--- config.mk ---
export PLATFORM = sky130hd
export DESIGN_NAME = occ_block_lookup
export DESIGN_NICKNAME = d
export VERILOG_FILES = /design/src/rtl/occ_lu_pkg.sv /design/src/rtl/occ_base_counter.sv /design/src/rtl/occ_blk_decoder.sv /design/src/rtl/occ_block_lookup.sv
export SDC_FILE = /design/constraint.sdc
export NUM_CORES = 2
export LEC_CHECK = 0
export BUFFER_PORTS_ARGS = -buffer_cell sky130_fd_sc_hd__buf_4
export CAP_MARGIN = 20
export CORE_MARGIN = 2
export CORE_UTILIZATION = 44
export DETAILED_ROUTE_END_ITERATION = 10
export HOLD_SLACK_MARGIN = 0.08
export SLEW_MARGIN = 10
export SYNTH_ARGS = -nofsm -noshare
export SYNTH_HDL_FRONTEND = slang
export SYNTH_SLANG_ARGS = --single-unit
--- constraint.sdc ---
create_clock -name clk -period 19.3 [get_ports clk]
set_input_delay 1.93 -clock clk [delete_from_list [all_inputs] [get_ports clk]]
set_output_delay 1.93 -clock clk [all_outputs]
set_load 0.02 [all_outputs]
--- src/rtl/occ_lu_pkg.sv ---
package occ_lu_pkg;

    localparam int SYM_W  = 3;
    localparam int N_BASE = 4;

    typedef enum logic [2:0] {
        ST_IDLE,
        ST_PREPARE,
        ST_READ1,
        ST_DEC1_RD2,
        ST_WAIT_RD2,
        ST_WAIT_DEC1,
        ST_DECOMP2
    } lu_state_e;

    // Base index 0..3 (A,C,G,T) maps to codes 100..111; top bit clear never matches.
    function automatic logic [SYM_W-1:0] base_code(input int unsigned idx);
        logic [1:0] low;
        low = idx[1:0];
        return {1'b1, low};
    endfunction

endpackage

--- src/rtl/occ_base_counter.sv ---
module occ_base_counter
    import occ_lu_pkg::*;
#(
    parameter int CNT_W    = 40,
    parameter int SYMS     = 32,
    parameter int BASE_IDX = 0,
    localparam int OFF_W   = $clog2(SYMS),
    localparam int SLICE_W = SYMS * SYM_W
) (
    input  logic [SLICE_W-1:0] slice,
    input  logic [OFF_W-1:0]   offset,
    input  logic [CNT_W-1:0]   base_cnt,
    output logic [CNT_W-1:0]   count
);

    localparam logic [SYM_W-1:0] CODE = base_code(BASE_IDX);

    logic [SYMS-1:0] hit;
    logic [OFF_W:0]  pop;

    genvar j;
    generate
        for (j = 0; j < SYMS; j++) begin : g_sym
            assign hit[j] = (slice[j*SYM_W +: SYM_W] == CODE) &&
                            ((OFF_W+1)'(j) < {1'b0, offset});
        end
    endgenerate

    always_comb begin
        pop = '0;
        for (int n = 0; n < SYMS; n++) begin
            pop = pop + (OFF_W+1)'(hit[n]);
        end
        count = base_cnt + CNT_W'(pop);
    end

endmodule

--- src/rtl/occ_blk_decoder.sv ---
module occ_blk_decoder
    import occ_lu_pkg::*;
#(
    parameter int CNT_W    = 40,
    parameter int SYMS     = 32,
    localparam int OFF_W   = $clog2(SYMS),
    localparam int SLICE_W = SYMS * SYM_W,
    localparam int BLK_W   = SLICE_W + N_BASE * CNT_W
) (
    input  logic                          clk,
    input  logic                          rst,
    input  logic                          dec_start,
    input  logic [BLK_W-1:0]              dec_blk,
    input  logic [OFF_W-1:0]              dec_off,
    output logic                          dec_finish,
    output logic [N_BASE-1:0][CNT_W-1:0]  dec_cnt
);

    typedef struct packed {
        logic [BLK_W-1:0]             blk;
        logic [OFF_W-1:0]             off;
        logic                         loaded;
        logic [N_BASE-1:0][CNT_W-1:0] cnt;
        logic                         fin;
    } dec_regs_t;

    dec_regs_t dec_d, dec_q;
    logic [N_BASE-1:0][CNT_W-1:0] cnt_w;

    genvar b;
    generate
        for (b = 0; b < N_BASE; b++) begin : g_base
            occ_base_counter #(
                .CNT_W    (CNT_W),
                .SYMS     (SYMS),
                .BASE_IDX (b)
            ) u_cnt (
                .slice    (dec_q.blk[BLK_W-1 -: SLICE_W]),
                .offset   (dec_q.off),
                .base_cnt (dec_q.blk[b*CNT_W +: CNT_W]),
                .count    (cnt_w[b])
            );
        end
    endgenerate

    always_comb begin
        dec_d        = dec_q;
        dec_d.loaded = dec_start;
        dec_d.fin    = dec_q.loaded;
        if (dec_start) begin
            dec_d.blk = dec_blk;
            dec_d.off = dec_off;
        end
        if (dec_q.loaded) begin
            dec_d.cnt = cnt_w;
        end
    end

    always_ff @(posedge clk) begin
        if (rst) dec_q <= '0;
        else     dec_q <= dec_d;
    end

    assign dec_finish = dec_q.fin;
    assign dec_cnt    = dec_q.cnt;

endmodule

--- src/rtl/occ_block_lookup.sv ---
module occ_block_lookup
    import occ_lu_pkg::*;
#(
    parameter int CNT_W    = 40,
    parameter int ADDR_W   = 40,
    parameter int SYMS     = 32,
    localparam int OFF_W   = $clog2(SYMS),
    localparam int BLK_W   = SYMS * SYM_W + N_BASE * CNT_W
) (
    input  logic                          clk,
    input  logic                          rst,
    input  logic                          start,
    input  logic [ADDR_W-1:0]             pos_k_in,
    input  logic [ADDR_W-1:0]             pos_ks_in,
    output logic                          busy,
    output logic                          occ_valid,
    output logic [N_BASE-1:0][CNT_W-1:0]  occ_k_out,
    output logic [N_BASE-1:0][CNT_W-1:0]  occ_ks_out,
    output logic                          ar_valid,
    input  logic                          ar_ready,
    output logic [ADDR_W-1:0]             ar_addr,
    input  logic                          r_valid,
    output logic                          r_ready,
    input  logic [BLK_W-1:0]              r_data
);

    typedef struct packed {
        lu_state_e                    st;
        logic [ADDR_W-1:0]            pos_k;
        logic [ADDR_W-1:0]            pos_ks;
        logic [1:0]                   req_cnt;
        logic [BLK_W-1:0]             blk2;
        logic [N_BASE-1:0][CNT_W-1:0] k_hold;
        logic [N_BASE-1:0][CNT_W-1:0] out_k;
        logic [N_BASE-1:0][CNT_W-1:0] out_ks;
        logic                         valid;
    } lu_regs_t;

    lu_regs_t lu_d, lu_q;

    logic                         dec_start;
    logic [BLK_W-1:0]             dec_blk;
    logic [OFF_W-1:0]             dec_off;
    logic                         dec_finish;
    logic [N_BASE-1:0][CNT_W-1:0] dec_cnt;
    logic                         ar_hs;
    logic                         r_hs;

    occ_blk_decoder #(
        .CNT_W (CNT_W),
        .SYMS  (SYMS)
    ) u_dec (
        .clk        (clk),
        .rst        (rst),
        .dec_start  (dec_start),
        .dec_blk    (dec_blk),
        .dec_off    (dec_off),
        .dec_finish (dec_finish),
        .dec_cnt    (dec_cnt)
    );

    function automatic logic [ADDR_W-1:0] blk_align(input logic [ADDR_W-1:0] p);
        logic [ADDR_W-1:0] a;
        a = p;
        a[OFF_W-1:0] = '0;
        return a;
    endfunction

    always_comb begin
        ar_valid = (lu_q.st != ST_IDLE) && (lu_q.st != ST_PREPARE) && (lu_q.req_cnt < 2'd2);
        ar_addr  = blk_align((lu_q.req_cnt == 2'd0) ? lu_q.pos_k : lu_q.pos_ks);
        r_ready  = (lu_q.st == ST_READ1) || (lu_q.st == ST_DEC1_RD2) || (lu_q.st == ST_WAIT_RD2);
        ar_hs    = ar_valid && ar_ready;
        r_hs     = r_valid && r_ready;
    end

    always_comb begin
        lu_d       = lu_q;
        lu_d.valid = 1'b0;
        dec_start  = 1'b0;
        dec_blk    = r_data;
        dec_off    = lu_q.pos_ks[OFF_W-1:0];

        if (ar_hs) begin
            lu_d.req_cnt = lu_q.req_cnt + 2'd1;
        end

        unique case (lu_q.st)
            ST_IDLE: begin
                if (start) begin
                    lu_d.pos_k   = pos_k_in;
                    lu_d.pos_ks  = pos_ks_in;
                    lu_d.req_cnt = '0;
                    lu_d.st      = ST_PREPARE;
                end
            end
            ST_PREPARE: begin
                lu_d.st = ST_READ1;
            end
            ST_READ1: begin
                if (r_hs) begin
                    dec_start = 1'b1;
                    dec_off   = lu_q.pos_k[OFF_W-1:0];
                    lu_d.st   = ST_DEC1_RD2;
                end
            end
            ST_DEC1_RD2: begin
                if (dec_finish) begin
                    lu_d.k_hold = dec_cnt;
                end
                if (r_hs) begin
                    lu_d.blk2 = r_data;
                end
                if (dec_finish && r_hs) begin
                    dec_start = 1'b1;
                    lu_d.st   = ST_DECOMP2;
                end else if (dec_finish) begin
                    lu_d.st = ST_WAIT_RD2;
                end else if (r_hs) begin
                    lu_d.st = ST_WAIT_DEC1;
                end
            end
            ST_WAIT_RD2: begin
                if (r_hs) begin
                    dec_start = 1'b1;
                    lu_d.st   = ST_DECOMP2;
                end
            end
            ST_WAIT_DEC1: begin
                if (dec_finish) begin
                    lu_d.k_hold = dec_cnt;
                    dec_start   = 1'b1;
                    dec_blk     = lu_q.blk2;
                    lu_d.st     = ST_DECOMP2;
                end
            end
            ST_DECOMP2: begin
                if (dec_finish) begin
                    lu_d.out_k  = lu_q.k_hold;
                    lu_d.out_ks = dec_cnt;
                    lu_d.valid  = 1'b1;
                    lu_d.st     = ST_IDLE;
                end
            end
            default: begin
                lu_d.st = ST_IDLE;
            end
        endcase
    end

    always_ff @(posedge clk) begin
        if (rst) lu_q <= '0;
        else     lu_q <= lu_d;
    end

    assign busy       = (lu_q.st != ST_IDLE);
    assign occ_valid  = lu_q.valid;
    assign occ_k_out  = lu_q.out_k;
    assign occ_ks_out = lu_q.out_ks;

endmodule

==> key figures <==
Outcome
  – Status: finished, final reports clean

Drt
  – DRT antenna net count: 0
  – First drt pass iteration count: 5
  – Detailed-route DRC error count: 0
  – Total number of vias: 45.4k
  – Post-Route WL: 167 mm
  – DR vias/cell: 5.27
  – Iteration-0 DRC Markers: 3605
  – Wire per inst: 19.3 um

Logic synthesis
  – Predominant post-synthesis flop cell: dfxtp_1
  – Top post-synthesis cells by area: dfxtp_1, nand2_1, a21oi_1, mux2i_1, a211oi_1
  – Sequential share of the synthesized area: 0.446
  – Synth warn: 0
  – Ys async rst share: 0
  – Post-Syn Area: 0.0556 mm2
  – Synth area leader: dfxtp_1
  – Top-area cell type share of the netlist area: 0.446
  – #FFs+latches synth: 1239
  – Number of flops mapped to enable cells by yosys: 0
  – Mapped Cells: 6745
  – Post-synth cell types: 71
  – Synthesized area per cell: 8.25 um2

Placement
  – Placed Area: 0.0592 mm2
  – DP HPWL: 116 mm
  – Post-Place Setup Slack: 11.79 ns
  – Buffers on Ports: 696
  – Gpl congestion: 0.922
  – Post-Place Cells: 8349

Flow run
  – Maxcap violations: 0

Clock tree
  – CTS tree: built
  – Postcts setup bufs: 0
  – Worst-path clk slew: 0.06 ns
  – Cts hold-fix bufs: 0
  – CTS HTree Levels: 4
  – # clock sinks: 1239
  – CTS buffer count: 138
  – Longest Clk Path Bufs: 3
  – Clock latency at the later pin of the worst-skew pair: 0.78 ns
  – Root Buffer: clkbuf_16
  – Post-CTS Resized: 0

Critical path
  – Worst-path fanout max: 18
  – CP delay by family, top: adder cells
  – Setup crit start kind: register
  – Max incr delay on CP: 0.73 ns
  – Crit end category: register
  – CP bufs+invs: 3
  – Crit path required time: 19.96 ns
  – Slowest-stage cell, CP: fa_1
  – Crit path DAT: 8.30 ns
  – CP Cell Sequence: and2_1 > o21ai_0 > or3b_2 > fa_1 > fa_1 > fa_1 > inv_1 > fa_1 > fa_1 > inv_1 > fa_1 > inv_1 > ha_1 > a211oi_1 > o211ai_2 > nand3_1 > or4_1 > a311oi_1
  – Kind of critical path: reg2reg
  – Crit path top cell by count: fa_1

Timing
  – Unrepaired setup endpoints after global routing: no
  – Slew headroom: 0.233
  – Setup violations, final: 0
  – Setup WS post-layout: 11.67 ns
  – Hold Slack: 0.435 ns
  – Minimum clock period: 7.63 ns
  – Max Slew Vio Count: 0
  – Worst-margin pin slew: 1.15 ns
  – Peak Freq: 131 MHz
  – Period utilization: 0.396
  – Clock Skews: 0.0239 ns
  – Hold Violations, Final: 0
  – Post-route setup TNS: 0 ns

Finish
  – Area Overhead vs Synth: 15.1%
  – Fin area: 0.0640 mm2
  – Share of cells above drive strength 1: 0.150
  – Reg area: 0.0248 mm2
  – Final Non-Filler Cells: 8619
  – Nets@finish: 7350
  – Area of the multi-input gates: 0.0261 mm2
  – Fillers: 12.2k

Global route
  – Pin count of the biggest net entering global routing: 211
  – Vias in the first global route: 41.6k
  – First-pass GRT wire length: 252 mm
  – Total GRT Usage: 0.248
  – Initial antenna violation count: 29
  – Gr ovfl total: 0

Floorplanning
  – Die height: 360 um
  – Core ar.: 0.126 mm2
  – Total die area: 0.129 mm2
  – Die X: 360 um
  – Initial Utilization: 0.443
  – Rows: 130
  – # IOs: 705

Power
  – Power Dens Cells: 90.5 mW/mm2
  – VDD IR max: 0.0000884 V
  – Lkg Pwr: 0.0251 uW

Worst hold path
  – Min-delay worst type: reg2reg
==> area by class of cell <==
cell class              instances  area share
well taps                    1650      0.0322
inverters                     145     0.00850
repair buffers                759      0.0912
clock buffers                 205      0.0634
clock inverters                44     0.00880
flip-flops and latches       1239       0.388
diodes                         16    0.000625
multi-input cells            4561       0.408
==> power breakdown <==
part	internal [uW]	leakage, uW	switching, uW
combinational	163	0.0129	238
sequential	2640	0.0100	88.2
clock	1570	0.00227	1100
total	4370	0.0251	1420
==> registers in the layout (all words and copies together), names as in the netlist <==
name / count
lu_q: 498
occ_valid: 1
occ_ks_out: 160
u_dec.dec_q: 258
u_dec.dec_cnt: 160
u_dec.dec_finish: 1
u_dec.dec_d: 1
occ_k_out: 160
==> final timing paths <==
path                                  from                        endpoint  slack (ns)  depth (start not counted)
max          u_dec.dec_q[163]$_SDFFE_PP0P_  u_dec.dec_cnt[73]$_SDFFE_PP0P_       11.67                         18
min                 lu_q[326]$_SDFFE_PP0P_       occ_k_out[5]$_SDFFE_PP0P_        0.43                          2
max reg2reg  u_dec.dec_q[163]$_SDFFE_PP0P_  u_dec.dec_cnt[73]$_SDFFE_PP0P_       11.67                         18
min reg2reg         lu_q[326]$_SDFFE_PP0P_       occ_k_out[5]$_SDFFE_PP0P_        0.43                          2
==> tightest hold or removal path: stages, from the launching register on <==
cell and delay, ns:
dfxtp_1 0.31, nand2_1 0.05, a21oi_1 0.05
==> placed cells by master, fill, tap and decap left out, types with 32 or more instances in the layout <==
cell type  synthesis  layout
nand2_1         1729    1729
dfxtp_1         1239    1238
a21oi_1          847     847
buf_4            325     750
nor2_1           448     446
a211oi_1         340     340
mux2i_1          279     279
inv_1            145     144
clkbuf_16          0     141
fa_1             100     100
nand3_1           70      69
ha_1              65      65
xor2_1            55      55
o21ai_0           52      51
a311oi_1          48      48
or3_1             47      46
nand4_1           46      46
and3_1            44      43
nor3_1            36      35
mux2_2            35      35
clkbuf_1         438      35
or4_1             33      33
o31ai_1           32      32
==> stage by stage <==
step / total power (uW) / utilization
after detailed placement: 3180 / 0.472
after CTS: 5860 / 0.508
final: 5790 / 0.510
after global routing: 6020 / 0.510
after floorplan: 3000 / -
after global placement: 3170 / 0.472
==> cells by family (layout without fill, tap and decap cells) <==
| family | after synthesis | count (layout) | synth area share |
|---|---|---|---|
| fa+ha+maj | 165 | 165 | 0.0506 |
| xor+xnor | 78 | 78 | 0.0123 |
| flops | 1239 | 1239 | 0.446 |
| other cells | 1 | 21 | 0.0000674 |
| simple gates | 2576 | 2576 | 0.193 |
| buf+inv | 949 | 1153 | 0.0865 |
| mux | 314 | 314 | 0.0573 |
| compound gates | 1423 | 1423 | 0.154 |
==> cell usage after synthesis, drive strengths merged, types with 55 or more instances <==
| cell type | n |
|---|---|
| clkbuf | 438 |
| dfxtp | 1239 |
| buf | 366 |
| fa | 100 |
| a211oi | 340 |
| o21ai | 56 |
| ha | 65 |
| mux2i | 279 |
| inv | 145 |
| nand3 | 70 |
| a21oi | 847 |
| nand2 | 1729 |
| nor2 | 448 |
| xor2 | 55 |
==> per-layer routing <==
metal	GRT usage	part of all wire	routed length [um]	vias to the layer above
met5	0	0.00062	103	-
met4	0.0901	0.030	4930	16
met3	0.0460	0.051	8430	244
met2	0.398	0.47	77600	1099
met1	0.332	0.45	75700	21300
li1	-	-	-	22700
Note: power is estimated with default switching activity, not from simulation.
